$ cat src/rtl/mcu_alu_pkg.sv
package mcu_alu_pkg;

  localparam int unsigned OP_W = 4;

  typedef enum logic [OP_W-1:0] {
    OP_ADD   = 4'b0000,
    OP_SUB   = 4'b0001,
    OP_AND   = 4'b0010,
    OP_OR    = 4'b0011,
    OP_XOR   = 4'b0100,
    OP_NOT   = 4'b0101,
    OP_RRC   = 4'b0110,
    OP_RLC   = 4'b0111,
    OP_NSWAP = 4'b1000,
    OP_BCLR  = 4'b1001,
    OP_BSET  = 4'b1010,
    OP_TCLR  = 4'b1011,
    OP_TSET  = 4'b1100,
    OP_IDLE  = 4'b1111
  } alu_op_e;

endpackage

$ cat src/rtl/mcu_alu_addsub.sv
module mcu_alu_addsub #(
  parameter int unsigned DATA_W = 8
) (
  input  logic [DATA_W-1:0] a,
  input  logic [DATA_W-1:0] b,
  input  logic              sub,
  output logic [DATA_W-1:0] sum,
  output logic              carry
);
  // Subtract as a + ~b + 1; the carry then reads 1 when no borrow occurs.
  logic [DATA_W-1:0] b_eff;
  logic [DATA_W:0]   total;

  assign b_eff = sub ? ~b : b;
  assign total = {1'b0, a} + {1'b0, b_eff} + {{DATA_W{1'b0}}, sub};
  assign sum   = total[DATA_W-1:0];
  assign carry = total[DATA_W];
endmodule

$ cat src/rtl/mcu_alu_logic.sv
module mcu_alu_logic
  import mcu_alu_pkg::*;
#(
  parameter int unsigned DATA_W = 8
) (
  input  logic [OP_W-1:0]   op,
  input  logic [DATA_W-1:0] a,
  input  logic [DATA_W-1:0] b,
  input  logic              cin,
  output logic [DATA_W-1:0] res,
  output logic              cout
);
  localparam int unsigned HALF = DATA_W / 2;

  always_comb begin
    res  = a;
    cout = cin;
    case (op)
      OP_AND:   res = a & b;
      OP_OR:    res = a | b;
      OP_XOR:   res = a ^ b;
      OP_NOT:   res = ~a;
      OP_RRC: begin
        res  = {cin, a[DATA_W-1:1]};
        cout = a[0];
      end
      OP_RLC: begin
        res  = {a[DATA_W-2:0], cin};
        cout = a[DATA_W-1];
      end
      OP_NSWAP: res = {a[HALF-1:0], a[DATA_W-1:HALF]};
      default:  res = a;
    endcase
  end
endmodule

$ cat src/rtl/mcu_alu_bitops.sv
module mcu_alu_bitops #(
  parameter int unsigned DATA_W = 8,
  parameter int unsigned IDX_W  = $clog2(DATA_W)
) (
  input  logic [DATA_W-1:0] a,
  input  logic [IDX_W-1:0]  idx,
  output logic [DATA_W-1:0] cleared,
  output logic [DATA_W-1:0] setted,
  output logic              bit_val
);
  logic [DATA_W-1:0] mask;

  for (genvar i = 0; i < DATA_W; i++) begin : g_mask
    assign mask[i] = (idx == IDX_W'(i));
  end

  assign cleared = a & ~mask;
  assign setted  = a | mask;
  assign bit_val = |(a & mask);
endmodule

$ cat src/rtl/mcu_alu.sv
module mcu_alu
  import mcu_alu_pkg::*;
#(
  parameter int unsigned DATA_W = 8
) (
  input  logic              clk,
  input  logic              rst,
  input  logic [OP_W-1:0]   op,
  input  logic [DATA_W-1:0] a,
  input  logic [DATA_W-1:0] b,
  input  logic              cin,
  output logic [DATA_W-1:0] result,
  output logic              cout,
  output logic              zero
);
  localparam int unsigned IDX_W = $clog2(DATA_W);
  localparam int unsigned HALF  = DATA_W / 2;

  logic [IDX_W-1:0]  bidx;
  logic [DATA_W-1:0] as_sum, lg_res, bo_clr, bo_set;
  logic              as_carry, lg_cout, bo_bit;
  logic [DATA_W-1:0] res_d;
  logic              cout_d, zero_d;
  logic [DATA_W-1:0] res_q;
  logic              cout_q, zero_q;

  assign bidx = b[DATA_W-1 -: IDX_W];

  mcu_alu_addsub #(.DATA_W(DATA_W)) u_addsub (
    .a(a), .b(b), .sub(op == OP_SUB), .sum(as_sum), .carry(as_carry)
  );

  mcu_alu_logic #(.DATA_W(DATA_W)) u_logic (
    .op(op), .a(a), .b(b), .cin(cin), .res(lg_res), .cout(lg_cout)
  );

  mcu_alu_bitops #(.DATA_W(DATA_W), .IDX_W(IDX_W)) u_bitops (
    .a(a), .idx(bidx), .cleared(bo_clr), .setted(bo_set), .bit_val(bo_bit)
  );

  always_comb begin
    res_d  = lg_res;
    cout_d = lg_cout;
    zero_d = (lg_res == '0);
    case (op)
      OP_ADD, OP_SUB: begin
        res_d  = as_sum;
        cout_d = as_carry;
        zero_d = (as_sum == '0);
      end
      OP_BCLR: begin
        res_d  = bo_clr;
        cout_d = cin;
        zero_d = (bo_clr == '0);
      end
      OP_BSET: begin
        res_d  = bo_set;
        cout_d = cin;
        zero_d = 1'b0;
      end
      OP_TCLR: begin
        res_d  = a;
        cout_d = cin;
        zero_d = ~bo_bit;
      end
      OP_TSET: begin
        res_d  = a;
        cout_d = cin;
        zero_d = bo_bit;
      end
      default: ;
    endcase
  end

  always_ff @(posedge clk) begin
    if (rst) begin
      res_q  <= '0;
      cout_q <= 1'b0;
      zero_q <= 1'b0;
    end else begin
      res_q  <= res_d;
      cout_q <= cout_d;
      zero_q <= zero_d;
    end
  end

  assign result = res_q;
  assign cout   = cout_q;
  assign zero   = zero_q;

  // outputs cleared by reset
  a_r1_reset_clear: assert property (@(posedge clk) disable iff (rst)
    $past(rst) |-> (res_q == '0 && !cout_q && !zero_q));

  // nibble exchange
  a_r7_swap: assert property (@(posedge clk) disable iff (rst)
    (!$past(rst) && $past(op) == OP_NSWAP) |->
      (res_q == {$past(a[HALF-1:0]), $past(a[DATA_W-1:HALF])}));

  // addressed bit forced
  a_r8_set_bit: assert property (@(posedge clk) disable iff (rst)
    (!$past(rst) && $past(op) == OP_BSET) |-> res_q[$past(bidx)]);
  a_r8_clr_bit: assert property (@(posedge clk) disable iff (rst)
    (!$past(rst) && $past(op) == OP_BCLR) |-> !res_q[$past(bidx)]);

  // tests leave operand and carry untouched
  a_r9_test_pass: assert property (@(posedge clk) disable iff (rst)
    (!$past(rst) && ($past(op) == OP_TCLR || $past(op) == OP_TSET)) |->
      (res_q == $past(a) && cout_q == $past(cin)));

  // zero tracks the result outside the tests
  a_r10_zero_flag: assert property (@(posedge clk) disable iff (rst)
    (!$past(rst) && $past(op) != OP_TCLR && $past(op) != OP_TSET) |->
      (zero_q == (res_q == '0)));

  // logic ops hold the carry
  a_r5_carry_hold: assert property (@(posedge clk) disable iff (rst)
    (!$past(rst) && ($past(op) == OP_AND || $past(op) == OP_OR ||
                     $past(op) == OP_XOR || $past(op) == OP_NOT)) |->
      (cout_q == $past(cin)));
endmodule

$ cat config.mk
export PLATFORM = sky130hd
export DESIGN_NAME = mcu_alu
export DESIGN_NICKNAME = d
export VERILOG_FILES = /design/src/rtl/mcu_alu_pkg.sv /design/src/rtl/mcu_alu_addsub.sv /design/src/rtl/mcu_alu_logic.sv /design/src/rtl/mcu_alu_bitops.sv /design/src/rtl/mcu_alu.sv
export SDC_FILE = /design/constraint.sdc
export NUM_CORES = 1
export LEC_CHECK = 0
export BUFFER_PORTS_ARGS = -buffer_cell sky130_fd_sc_hd__buf_2
export CAP_MARGIN = 25
export CORE_MARGIN = 2
export CORE_UTILIZATION = 55
export DETAILED_ROUTE_END_ITERATION = 8
export GPL_TIMING_DRIVEN = 1
export PLACE_DENSITY = 0.87
export SETUP_SLACK_MARGIN = 0.4
export SLEW_MARGIN = 10
export SYNTH_ARGS = -nofsm -noshare
export SYNTH_HDL_FRONTEND = slang
export SYNTH_SLANG_ARGS = --single-unit
$ cat constraint.sdc
create_clock -name clk -period 5.45 [get_ports clk]
set_input_delay 1.09 -clock clk [delete_from_list [all_inputs] [get_ports clk]]
set_output_delay 1.09 -clock clk [all_outputs]
set_load 0.005 [all_outputs]
# [Yosys cells after proc, flatten, opt, wreduce, memory -nomap -nowiden]
# Index checks and enable logic that the tools add are counted.
[op_classes] addsub=2 n_eq_ne=19 n_mux=6 reduce_logical=9 n_bitwise=10
[ops] cell="case mux 8 bit (7 select lines)" n=1
[ops] cell="case mux 8 bit (4 select lines)" n=1
[ops] cell="AND 8 bit" n=3
[ops] cell="zero test 8 bit" n=3
[ops] cell="inverter 8 bit" n=3
[ops] cell="equality test 4 bit (second input constant)" n=5
[ops] cell="equality test 4 x 3 -> 1 bit (second input constant)" n=4
[ops] cell="bitwise OR 8 bit" n=2
[ops] cell="equality test 3 bit (second input constant)" n=4
[ops] cell="adder 8 x 8 -> 9 bit" n=1
[ops] cell="adder 9 x 1 -> 9 bit" n=1
[ops] cell="equality test 4 x 2 -> 1 bit (second input constant)" n=2
[ops] cell="two-way mux 8 bit" n=1
[ops] cell="OR reduction 8 bit" n=1
[ops] cell="bitwise XOR 8 bit" n=1
[ops] cell="equality test 3 x 2 -> 1 bit (second input constant)" n=2
[ops] cell="case mux 1 bit (5 select lines)" n=1
[ops] cell="equality test 4 x 1 -> 1 bit (second input constant)" n=1
[ops] cell="zero test 4 bit" n=1
[ops] cell="case mux 1 bit (2 select lines)" n=2
[ops] cell="OR reduction 2 bit" n=2
[ops] cell="OR reduction 4 bit" n=1
[ops] cell="equality test 3 x 1 -> 1 bit (second input constant)" n=1
[ops] cell="zero test 3 bit" n=1
[ops] cell="inverter 1 bit" n=1
[word_totals] output_inout_bits=10 in_bits=23 elab_cells=49 register_bits=10

# [Logic depth before layout (Yosys ltp)]
# Gate-level depths: netlist of run 1.
[logic_depth] depth_word=6 ltp_mapped=15 depth_no_buf=11

# [By module]
# Synthesis of run 1 repeated with hierarchy kept, for this count alone.
[hier_totals] hier_cells=274 area_unflattened_um2=2185.8
[by_module_without_submodules] module="mcu_alu_logic" cells_each=116 area_per_inst_um2=863.3 n_inst=1 seq_area_each_um2=0.0
[by_module_without_submodules] module="mcu_alu" cells_each=79 area_per_inst_um2=683.2 n_inst=1 seq_area_each_um2=200.2
[by_module_without_submodules] module="mcu_alu_addsub" cells_each=48 area_per_inst_um2=397.9 n_inst=1 seq_area_each_um2=0.0
[by_module_without_submodules] module="mcu_alu_bitops" cells_each=31 area_per_inst_um2=241.5 n_inst=1 seq_area_each_um2=0.0

# [Least setup slack after synthesis of run 1]
# No wires, ideal clock.
[synth_timing] path_type="input to register" start="in op[2]" end="reg zero_q, in the netlist zero" slack_ns=1.510 setup_ns=0.116 arrival_ns=3.824 stages=14 n_path_buf=4 required_time_ns=5.334 path_cell_list="buf_2 -> buf_4 -> buf_2 -> nor3_2 -> and2_1 -> buf_2 -> xnor2_1 -> fa_1 -> a21o_1 -> a21oi_1 -> o21ai_0 -> a211oi_1 -> nor2_1 -> a41o_1"
[synth_via] elab_chain_len=6 elab_cells_between_ends=21 cone_classes="add/sub: 2; eq/ne: 12; mux: 3; reduce/logical: 4"
[synth_lines] element="start, declared" line_no="mcu_alu.sv:8" source="input logic [OP_W-1:0] op,"
[synth_lines] element="equality test 4 x 1 -> 1 bit" line_no="mcu_alu.sv:30, mcu_alu.sv:45"
[synth_lines] element="two-way mux 8 bit" line_no="mcu_alu_addsub.sv:14" source="assign b_eff = sub ? ~b : b;"
[synth_lines] element="adder 8 x 8 -> 9 bit" line_no="mcu_alu_addsub.sv:15" source="assign total = {1'b0, a} + {1'b0, b_eff} + {{DATA_W{1'b0}}, sub};"
[synth_lines] element="adder 9 x 1 -> 9 bit" line_no="mcu_alu_addsub.sv:15"
[synth_lines] element="zero test 8 bit" line_no="mcu_alu.sv:49" source="zero_d = (as_sum == '0);"
[synth_lines] element="case mux 1 bit (5 select lines) (*)" line_no="mcu_alu.sv:45" source="case (op)"
[synth_lines] element="end signal, assigned" line_no="mcu_alu.sv:83" source="zero_q <= zero_d;"
[synth_lines] element="end, declared" line_no="mcu_alu.sv:25" source="logic cout_q, zero_q;"
# Every way passes the cells marked *; elsewhere a longest branch is shown, timed or not.
# A chain may end at the register's enable or synchronous reset.

# [Final worst setup path of run 1]
[layout_timing] start="in op[3]" end="reg zero_q, in the netlist zero"
# The elaborated chain is that of the path after synthesis.

==> metrics.txt, run 1 <==
Vias between 2000 and 3000; post-synthesis sequential area ratio 8.538%; drt pass-1 iters 9; FMAX 246.3 MHz; commonest non-fill, non-tap cell in the layout buf_2; Die W between 60 and 70 um; Power Total around 0.36 mW; Avg WL per Cell 17.71 um; post-CTS sizing 0; Fillers 360; Crit. End Element flop; status completed; synth unique cells 64; global route overflow 0; vias in the first global route 2359; largest net degree at the start of global routing 56; Worst Path Max Fanout 41; Cell Pwr Density about 150 nW/um2; worst-margin pin slew 0.6254 ns; hold_ws about 1.2 ns; minimum clock period a little over 4 ns; final setup fails 0; Hold Vio Cnt, Final 0; mean post-synth cell area about 7.3 um2; DP Cell Count about 380; setup repair after global routing missed its margin false; routed wire length about 6700 um; Synth Warn # 0; Rel. slew slack between 50% and 60%; hold_buf cts 0; gp weighted congestion ~0.99; Post-Syn Instances around 320; initial core utilization 57.79%; Slew Viols, Final 0; Reg clk slew, reported paths roughly 0.040 ns; Finished Cell Area 2476 um2; Synth area leaders ha_1 13%, dfxtp_1 8.5%, nand3b_1 4.5%; asr flop ratio synth 0%; CTS root buffer clkbuf_8; IO buf count 32; Num CTS Buffers 3; Syn Std Cell Area roughly 2300 um2; Post-synth EDFFs 0; WS Path Type in -> reg; DR vias/cell about 6.9; global-route wire length before repair between 10000 and 15000 um; VDD IR max approximately 130 uV; worst hold path class in -> reg; DP Area about 2400 um2; # diodes 0; Final Non-Filler Cells between 300 and 400; CTS tree built; maxcap violations 0; DP Wirelength between 4000 and 5000 um; Yosys reg bits 10; initial antenna violation count 0; WP data required about 5.6 ns; cell accounting for the most synthesized area ha_1; Area Growth Syn to Fin 5.603%; postcts setup bufs 0; TNS Setup 0 ns; Core ar. slightly above 4000 um2; top_reg_cell synth dfxtp_1; Die ar. 4802 um2; CP arrival around 4.2 ns; I/O pins 33; die height slightly below 70 um; Setup crit start kind input pin; FP Rows 23; Synthesized Nets about 370; crit share post-route 74.51%; Static Leakage 1.094 nW; Final #Nets 378; Clock Sinks 10; most frequent cells in the layout 32 x buf_2, 24 x ha_1, 22 x nand2_1, 20 x o21ai_0, 19 x a21oi_1; H-tree depth 1; drt drc 0; layout cells sized above 1 between 10% and 20%; GRT Util Overall 27.40%; ANT nets after route 0; worst-case clock buffer depth 2; detailed router's first-iteration violation count 366; Synth top area share between 10% and 20%
-- cell usage after synthesis, types with 6 or more instances --
cell type  count
xnor2_1        9
inv_1         18
o32ai_1        6
mux2i_1        9
nor3_1        10
nand2_1       22
dfxtp_1       10
clkbuf_1      13
buf_2         10
a21oi_1       19
nor2_1        15
nand3b_1      14
ha_1          24
o21ai_0       20
nor2b_1       16
and3b_1        6
-- logic make-up after synthesis --
kind of cell	Yosys count	synth area share, %
AO/OA/AOI/OAI	98	28.92
XOR/XNOR	11	4.109
adder cells (fa/ha/maj)	25	13.66
buffers and inverters	48	9.018
flip-flops	10	8.538
multiplexers	11	5.763
AND/OR/NAND/NOR	118	29.99
-- per-stage QoR --
step / worst slack, ns / utilization (%)
2_1_floorplan: 1.510 / -
3_3_place_gp: 1.326 / 60.01
3_5_place_dp: 1.214 / 60.01
4_1_cts: 1.442 / 61.02
5_1_grt: 1.190 / 61.02
6_report: 1.389 / 61.02
-- final cells by class --
cell class / instances / area (um2) / share of cell area [%]
well taps: 50 / 62.56 / 2.527
inverters: 19 / 71.32 / 2.880
clock buffers: 3 / 41.29 / 1.668
multi-input cells: 263 / 1933 / 78.07
repair buffers: 33 / 167.7 / 6.771
flip-flops and latches: 10 / 200.2 / 8.085
-- metal layers --
layer	global-route usage [%]	part of all wire, %	vias up	routed length, um
met5	0	0	-	0
met4	10.46	3.3	0	219
met3	6.541	12	39	797
met2	43.06	44	185	2914
met1	36.19	41	1154	2763
li1	-	-	1215	-
-- flip-flops by register name, summed over array words and instances, names as in the netlist --
name / flops
zero: 1
result: 8
cout: 1
-- power by group --
part	leakage [nW]	internal [mW]	switching [mW]
registers	0.0830	0.0808	0.00130
clock network	0.0216	0.0480	0.0253
logic	0.989	0.0830	0.122
-- path summary, 6_finish.rpt --
check | from | endpoint | slack (ns) | cells past startpoint
worst max-delay path | op[3] | zero$_SDFF_PP0_ | 1.39 | 11
worst min-delay path | rst | cout$_SDFF_PP0_ | 1.19 | 2
-- worst max-delay path: stages --
cell      delay (ns)
buf_2           0.30
nor3_2          0.49
and2_1          0.45
xnor2_1         0.18
fa_1            0.45
a21o_1          0.17
a21oi_1         0.25
o21ai_0         0.16
a211oi_1        0.31
nor2_1          0.08
a41o_1          0.25
Note: power is estimated with default switching activity, not from simulation.
==> run 2: changes to the inputs <==
- clock period: 5.45 -> 4.2 ns (I/O delays scaled with it)
==> run 2 against run 1 <==
First-iteration DRC count increased by 3.8%. Clock power grew 60%. Largest cell class unchanged. Critical path depth did not move. Critical endpoint unchanged. Wire length grew 1.9%. Non-clock buffer count up 4. Largest power group unchanged. Combinational power grew 31%. Hold slack worse by 0.26 ns. Sequential power grew 30%.
==> metrics.txt, run 2 (synthesis results as in run 1) <==
status completed (unchanged); Worst Hold Depth 2 (unchanged); minimum clock period between 3 and 4 ns; Die W 69.30 um (unchanged); GRT Util Overall 28.82% (was 27.40%); crit path max-delay cell type and2_1 (was nor3_2); largest net degree at the start of global routing 56 (unchanged); routed wire length 6823 um (was 6694 um); Slew Viols, Final 0 (unchanged); Fillers 360 (unchanged); H-tree depth 1 (unchanged); layout cells sized above 1 14.71% (was 13.41%); CP arrival 3.50 ns (was 4.18 ns); worst-margin pin slew 0.4873 ns (was 0.6254 ns); drt pass-1 iters 6 (was 9); Final Util 62.10% (was 61.02%); Area Growth Syn to Fin 7.471% (was 5.603%); post-CTS sizing 0 (unchanged); worst-case clock buffer depth 2 (unchanged); # diodes 0 (unchanged); Crit. End Element flop (unchanged); CTS root buffer clkbuf_8 (unchanged); Final #Nets 382 (was 378); sequential standard cell area 200.2 um2 (unchanged); Setup crit start kind input pin (unchanged); setup repair after global routing missed its margin false (unchanged); CTS tree built (unchanged); hold_buf cts 0 (unchanged); Reg clk slew, reported paths 0.05 ns (was 0.04 ns); TNS Setup 0 ns (unchanged); Clock Sinks 10 (unchanged); switch share 39.75% (was 41.23%); global-route wire length before repair 11560 um (was 11090 um); Static Leakage 1.120 nW (was 1.094 nW); WP data required 4.33 ns (was 5.57 ns); FMAX between 200 and 300 MHz; net switching power 0.1957 mW (was 0.1486 mW); most frequent cells in the layout 32 x buf_2, 24 x ha_1, 22 x nand2_1, 20 x o21ai_0, 19 x a21oi_1 (unchanged); Avg WL per Cell 17.81 um (was 17.71 um); Internal Power 0.2967 mW (was 0.2118 mW); hold path endpoint result[4]$_SDFF_PP0_ (was cout$_SDFF_PP0_); Rel. slew slack 67.51% (was 58.30%); ANT nets after route 0 (unchanged); final setup fails 0 (unchanged); DP Wirelength 4959 um (was 4862 um); commonest non-fill, non-tap cell in the layout buf_2 (unchanged); Worst Path Max Fanout 8 (was 41); gp weighted congestion 1.053 (was 0.9859); I/O pins 33 (unchanged); global route overflow 0 (unchanged); postcts setup bufs 0 (unchanged); sequential share of power 21.7% (was 22.8%); Hold Vio Cnt, Final 0 (unchanged); detailed router's first-iteration violation count 380 (was 366); worst hold path class in -> reg (unchanged); Core ar. 4058 um2 (unchanged); vias in the first global route 2375 (was 2359); CP cell instances buf_2 -> nor3_2 -> and2_1 -> xnor2_1 -> fa_1 -> a21o_1 -> a21oi_1 -> o21ai_0 -> a211oi_1 -> nor2_1 -> a41o_1 (unchanged); FP Rows 23 (unchanged); IO buf count 32 (unchanged); Clk pwr share 23.8% (was 20.3%); maxcap violations 0 (unchanged); max reg flops 8 (unchanged); Buf/Inv on CP 1 (unchanged); DR vias/cell 6.859 (was 6.860); Num CTS Buffers 3 (unchanged); multi-input logic area 1933 um2 (unchanged); drt drc 0 (unchanged); Cell Pwr Density 195.4 nW/um2 (was 145.5 nW/um2); die height 69.30 um (unchanged); min-delay src rst (unchanged); VDD IR max 133.3 uV (was 125.4 uV); crit share post-route between 80% and 90%; Crit path max-delay family compound AO/OA/AOI/OAI gates (unchanged); max incr delay on CP 0.45 ns (was 0.49 ns); Vias 2627 (was 2593); initial core utilization 57.79% (unchanged); Die ar. 4802 um2 (unchanged); WS Path Type in -> reg (unchanged); Logic pwr share 54.4% (was 56.9%); initial antenna violation count 0 (unchanged)
==> run 2: worst max path at each step <==
| stage | startpoint | endpoint | slack [ns] | cells past startpoint |
|---|---|---|---|---|
| 4_1_cts | op[1] | zero$_SDFF_PP0_ | 0.85 | 11 |
| 5_1_grt | op[1] | zero$_SDFF_PP0_ | 0.65 | 11 |
| 6_report | op[1] | zero$_SDFF_PP0_ | 0.83 | 11 |
| 3_3_place_gp | op[1] | zero$_SDFF_PP0_ | 0.75 | 11 |
| 2_1_floorplan | op[2] | zero$_SDFF_PP0_ | 0.51 | 14 |
| 3_5_place_dp | op[1] | zero$_SDFF_PP0_ | 0.61 | 11 |
==> run 2: cell type report <==
cell class / count / share of cell area [%]
sequential: 10 / 7.944
clock buffer: 4 / 2.185
inverter: 19 / 2.830
timing repair buffer: 37 / 7.845
tap: 50 / 2.483
multi-input combinational: 263 / 76.71
==> run 2: routing by layer <==
layer | wire [um] | vias up | share of wire (%) | GRT usage [%]
met1 | 2748 | 1178 | 40 | 40.80
met5 | 0 | - | 0 | 0
met4 | 228 | 0 | 3.3 | 7.625
met3 | 838 | 31 | 12 | 4.215
met2 | 3008 | 200 | 44 | 45.62
li1 | - | 1218 | - | -
==> run 2: power by group through the flow <==
stage,Clock [mW],Combinational (mW),Sequential (mW)
floorplan,0,0.189,0.110
global placement,0,0.255,0.108
detailed placement,0,0.260,0.109
CTS,0.120,0.261,0.107
global route,0.127,0.294,0.108
finish,0.117,0.268,0.107
==> run 2: per-stage QoR <==
step                      setup WS [ns]  total power, mW  instances  cell area, um2  hold WS [ns]
after global placement           0.7454           0.3631        379            2465         1.170
final                            0.8289           0.4924        383            2520        0.9241
after detailed placement         0.6107           0.3682        379            2465         1.161
after global routing             0.6462           0.5292        383            2520        0.9468
after floorplan                  0.5101           0.2992        321            2345         1.014
after CTS                        0.8475           0.4883        383            2520        0.9117
==> run 3: changes to the inputs <==
- CORE_UTILIZATION: 55 -> 53
- PLACE_DENSITY: 0.87 -> 0.88
- clock period: 4.2 -> 2.8 ns (I/O delays scaled with it)
==> run 3 against run 2 <==
Total power up 70%. First-iteration DRC count rose by 12%. Count of clock-buffer cells in the layout stayed put. Wire length up 13%. Sequential share of layout area fell by 0.90 points. Non-clock buffer count grew 20. Largest cell class unchanged. Via count up 7.6%.
==> metrics.txt, run 3 (synthesis results as in run 1) <==
worst setup margin 0.2495 ns (was 0.8289 ns); Clock Sinks 10 (unchanged); commonest non-fill, non-tap cell in the layout buf_2 (unchanged); I/O pins 33 (unchanged); gp weighted congestion 0.9877 (was 1.053); Area Growth Syn to Fin 21.18% (was 7.471%); Vias 2827 (was 2627); max reg flops 8 (unchanged); Hold Vio Cnt, Final 0 (unchanged); met3 usage 5.916% (was 4.215%); CP arrival 2.68 ns (was 3.50 ns); Final Non-Filler Cells 405 (was 383); initial core utilization 54.60% (was 57.79%); routed wire length 7696 um (was 6823 um); # diodes 0 (unchanged); worst hold path class in -> reg (unchanged); die height 70.52 um (was 69.30 um); worst-margin pin slew 0.5021 ns (was 0.4873 ns); FMAX around 390 MHz; switch share 39.99% (was 39.75%); Crit. End Element flop (unchanged); Final Util 66.17% (was 62.10%); min-delay src rst (unchanged); CTS tree built (unchanged); Clk pwr share 21.6% (was 23.8%); drt drc 0 (unchanged); sequential share of power 19.1% (was 21.7%); Setup crit start kind input pin (unchanged); IO buf count 32 (unchanged); Finished Cell Area 2841 um2 (was 2520 um2); vias in the first global route 2677 (was 2375); minimum clock period ~2.6 ns; drt pass-1 iters 7 (was 6); Setup WS pre-CTS -0.04111 ns (was 0.6107 ns); Core ar. 4294 um2 (was 4058 um2); hold_ws 0.6520 ns (was 0.9241 ns); VDD IR max 303.9 uV (was 133.3 uV); layout cells sized above 1 24.65% (was 14.71%); DP Area 2630 um2 (was 2465 um2); maxcap violations 0 (unchanged); met2 Resource Use GR 49.37% (was 45.62%); DP Cell Count 395 (was 379); worst-case clock buffer depth 2 (unchanged); WS Path Type in -> reg (unchanged); WP data required 2.93 ns (was 4.33 ns); detailed router's first-iteration violation count 427 (was 380); Final #Nets 402 (was 382); Rel. slew slack 66.53% (was 67.51%); crit share post-route 91.09%; initial antenna violation count 0 (unchanged); net switching power 0.3353 mW (was 0.1957 mW); TNS Setup 0 ns (unchanged); Internal Power 0.5031 mW (was 0.2967 mW); Slew Viols, Final 0 (unchanged); global route overflow 0 (unchanged); Static Leakage 1.257 nW (was 1.120 nW); DR vias/cell 6.980 (was 6.859); Most Crowded Layer GR met2 (unchanged); hold path endpoint result[4]$_SDFF_PP0_ (unchanged); status completed (unchanged); Cell Pwr Density 295.1 nW/um2 (was 195.4 nW/um2); Die W 70.52 um (was 69.30 um); met1 Use GR 37.23% (was 40.80%); Die ar. 4972 um2 (was 4802 um2); FP Rows 24 (was 23); Worst Path Max Fanout 6 (was 8); GRT Util Overall 29.88% (was 28.82%); ANT nets after route 0 (unchanged); CTS root buffer clkbuf_8 (unchanged); setup repair after global routing missed its margin true (was false); H-tree depth 1 (unchanged); Logic pwr share 59.3% (was 54.4%); Worst Hold Depth 2 (unchanged); Reg clk slew, reported paths 0.05 ns (about the same); Num CTS Buffers 3 (unchanged); DP Wirelength 5526 um (was 4959 um); final setup fails 0 (unchanged); Power Total 0.8385 mW (was 0.4924 mW); hold_buf cts 0 (unchanged); most frequent cells in the layout 30 x buf_2, 24 x buf_4, 22 x nand2_1, 22 x ha_1 (was 32 x buf_2, 24 x ha_1, 22 x nand2_1, 20 x o21ai_0, 19 x a21oi_1); Avg WL per Cell 19.00 um (was 17.81 um); largest net degree at the start of global routing 56 (unchanged); global-route wire length before repair 12200 um (was 11560 um)
## run 3: layout make-up
cell class	count	area, um2
inverters	19	71.32
flip-flops and latches	10	200.2
well taps	52	65.06
fillers	350	1453
clock buffers	4	55.05
multi-input cells	263	2073
repair buffers	57	376.6
## run 3: repair_timing
action                     in CTS  in global routing
setup endpoints to repair       5                  7
buffers inserted                3                  3
pin swaps                      15                 10
gates resized for setup         7                 10
## run 3: worst max path at each step
stage,startpoint,endpoint,slack (ns),cells after the start
final,op[2],zero$_SDFF_PP0_,0.25,12
after global routing,op[2],result[7]$_SDFF_PP0_,0.16,12
after CTS,op[3],result[6]$_SDFF_PP0_,0.30,13
after detailed placement,op[1],zero$_SDFF_PP0_,-0.04,12
after global placement,op[1],zero$_SDFF_PP0_,0.03,11
after floorplan,op[2],zero$_SDFF_PP0_,-0.22,13
## run 3: critical path: stages
cell and delay, ns:
buf_8 0.10, nor3_4 0.18, and2_4 0.17, buf_12 0.13
xnor2_4 0.14, ha_4 0.23, a21o_1 0.19, a31o_2 0.23
a22o_1 0.20, a211oi_2 0.26, nor2_1 0.08, a41o_1 0.21
## run 3: power groups by stage
| stage | combinational (mW) | sequential, mW | clock [mW] |
|---|---|---|---|
| CTS | 0.458 | 0.161 | 0.183 |
| global placement | 0.422 | 0.163 | 0 |
| global route | 0.534 | 0.161 | 0.186 |
| finish | 0.497 | 0.161 | 0.181 |
| detailed placement | 0.438 | 0.164 | 0 |
| floorplan | 0.300 | 0.165 | 0 |
## run 3: per-layer routing
| layer | vias to the layer above | wire length (um) |
|---|---|---|
| li1 | 1262 | - |
| met1 | 1253 | 2817 |
| met2 | 258 | 3534 |
| met3 | 54 | 951 |
| met4 | 0 | 393 |
| met5 | - | 0 |
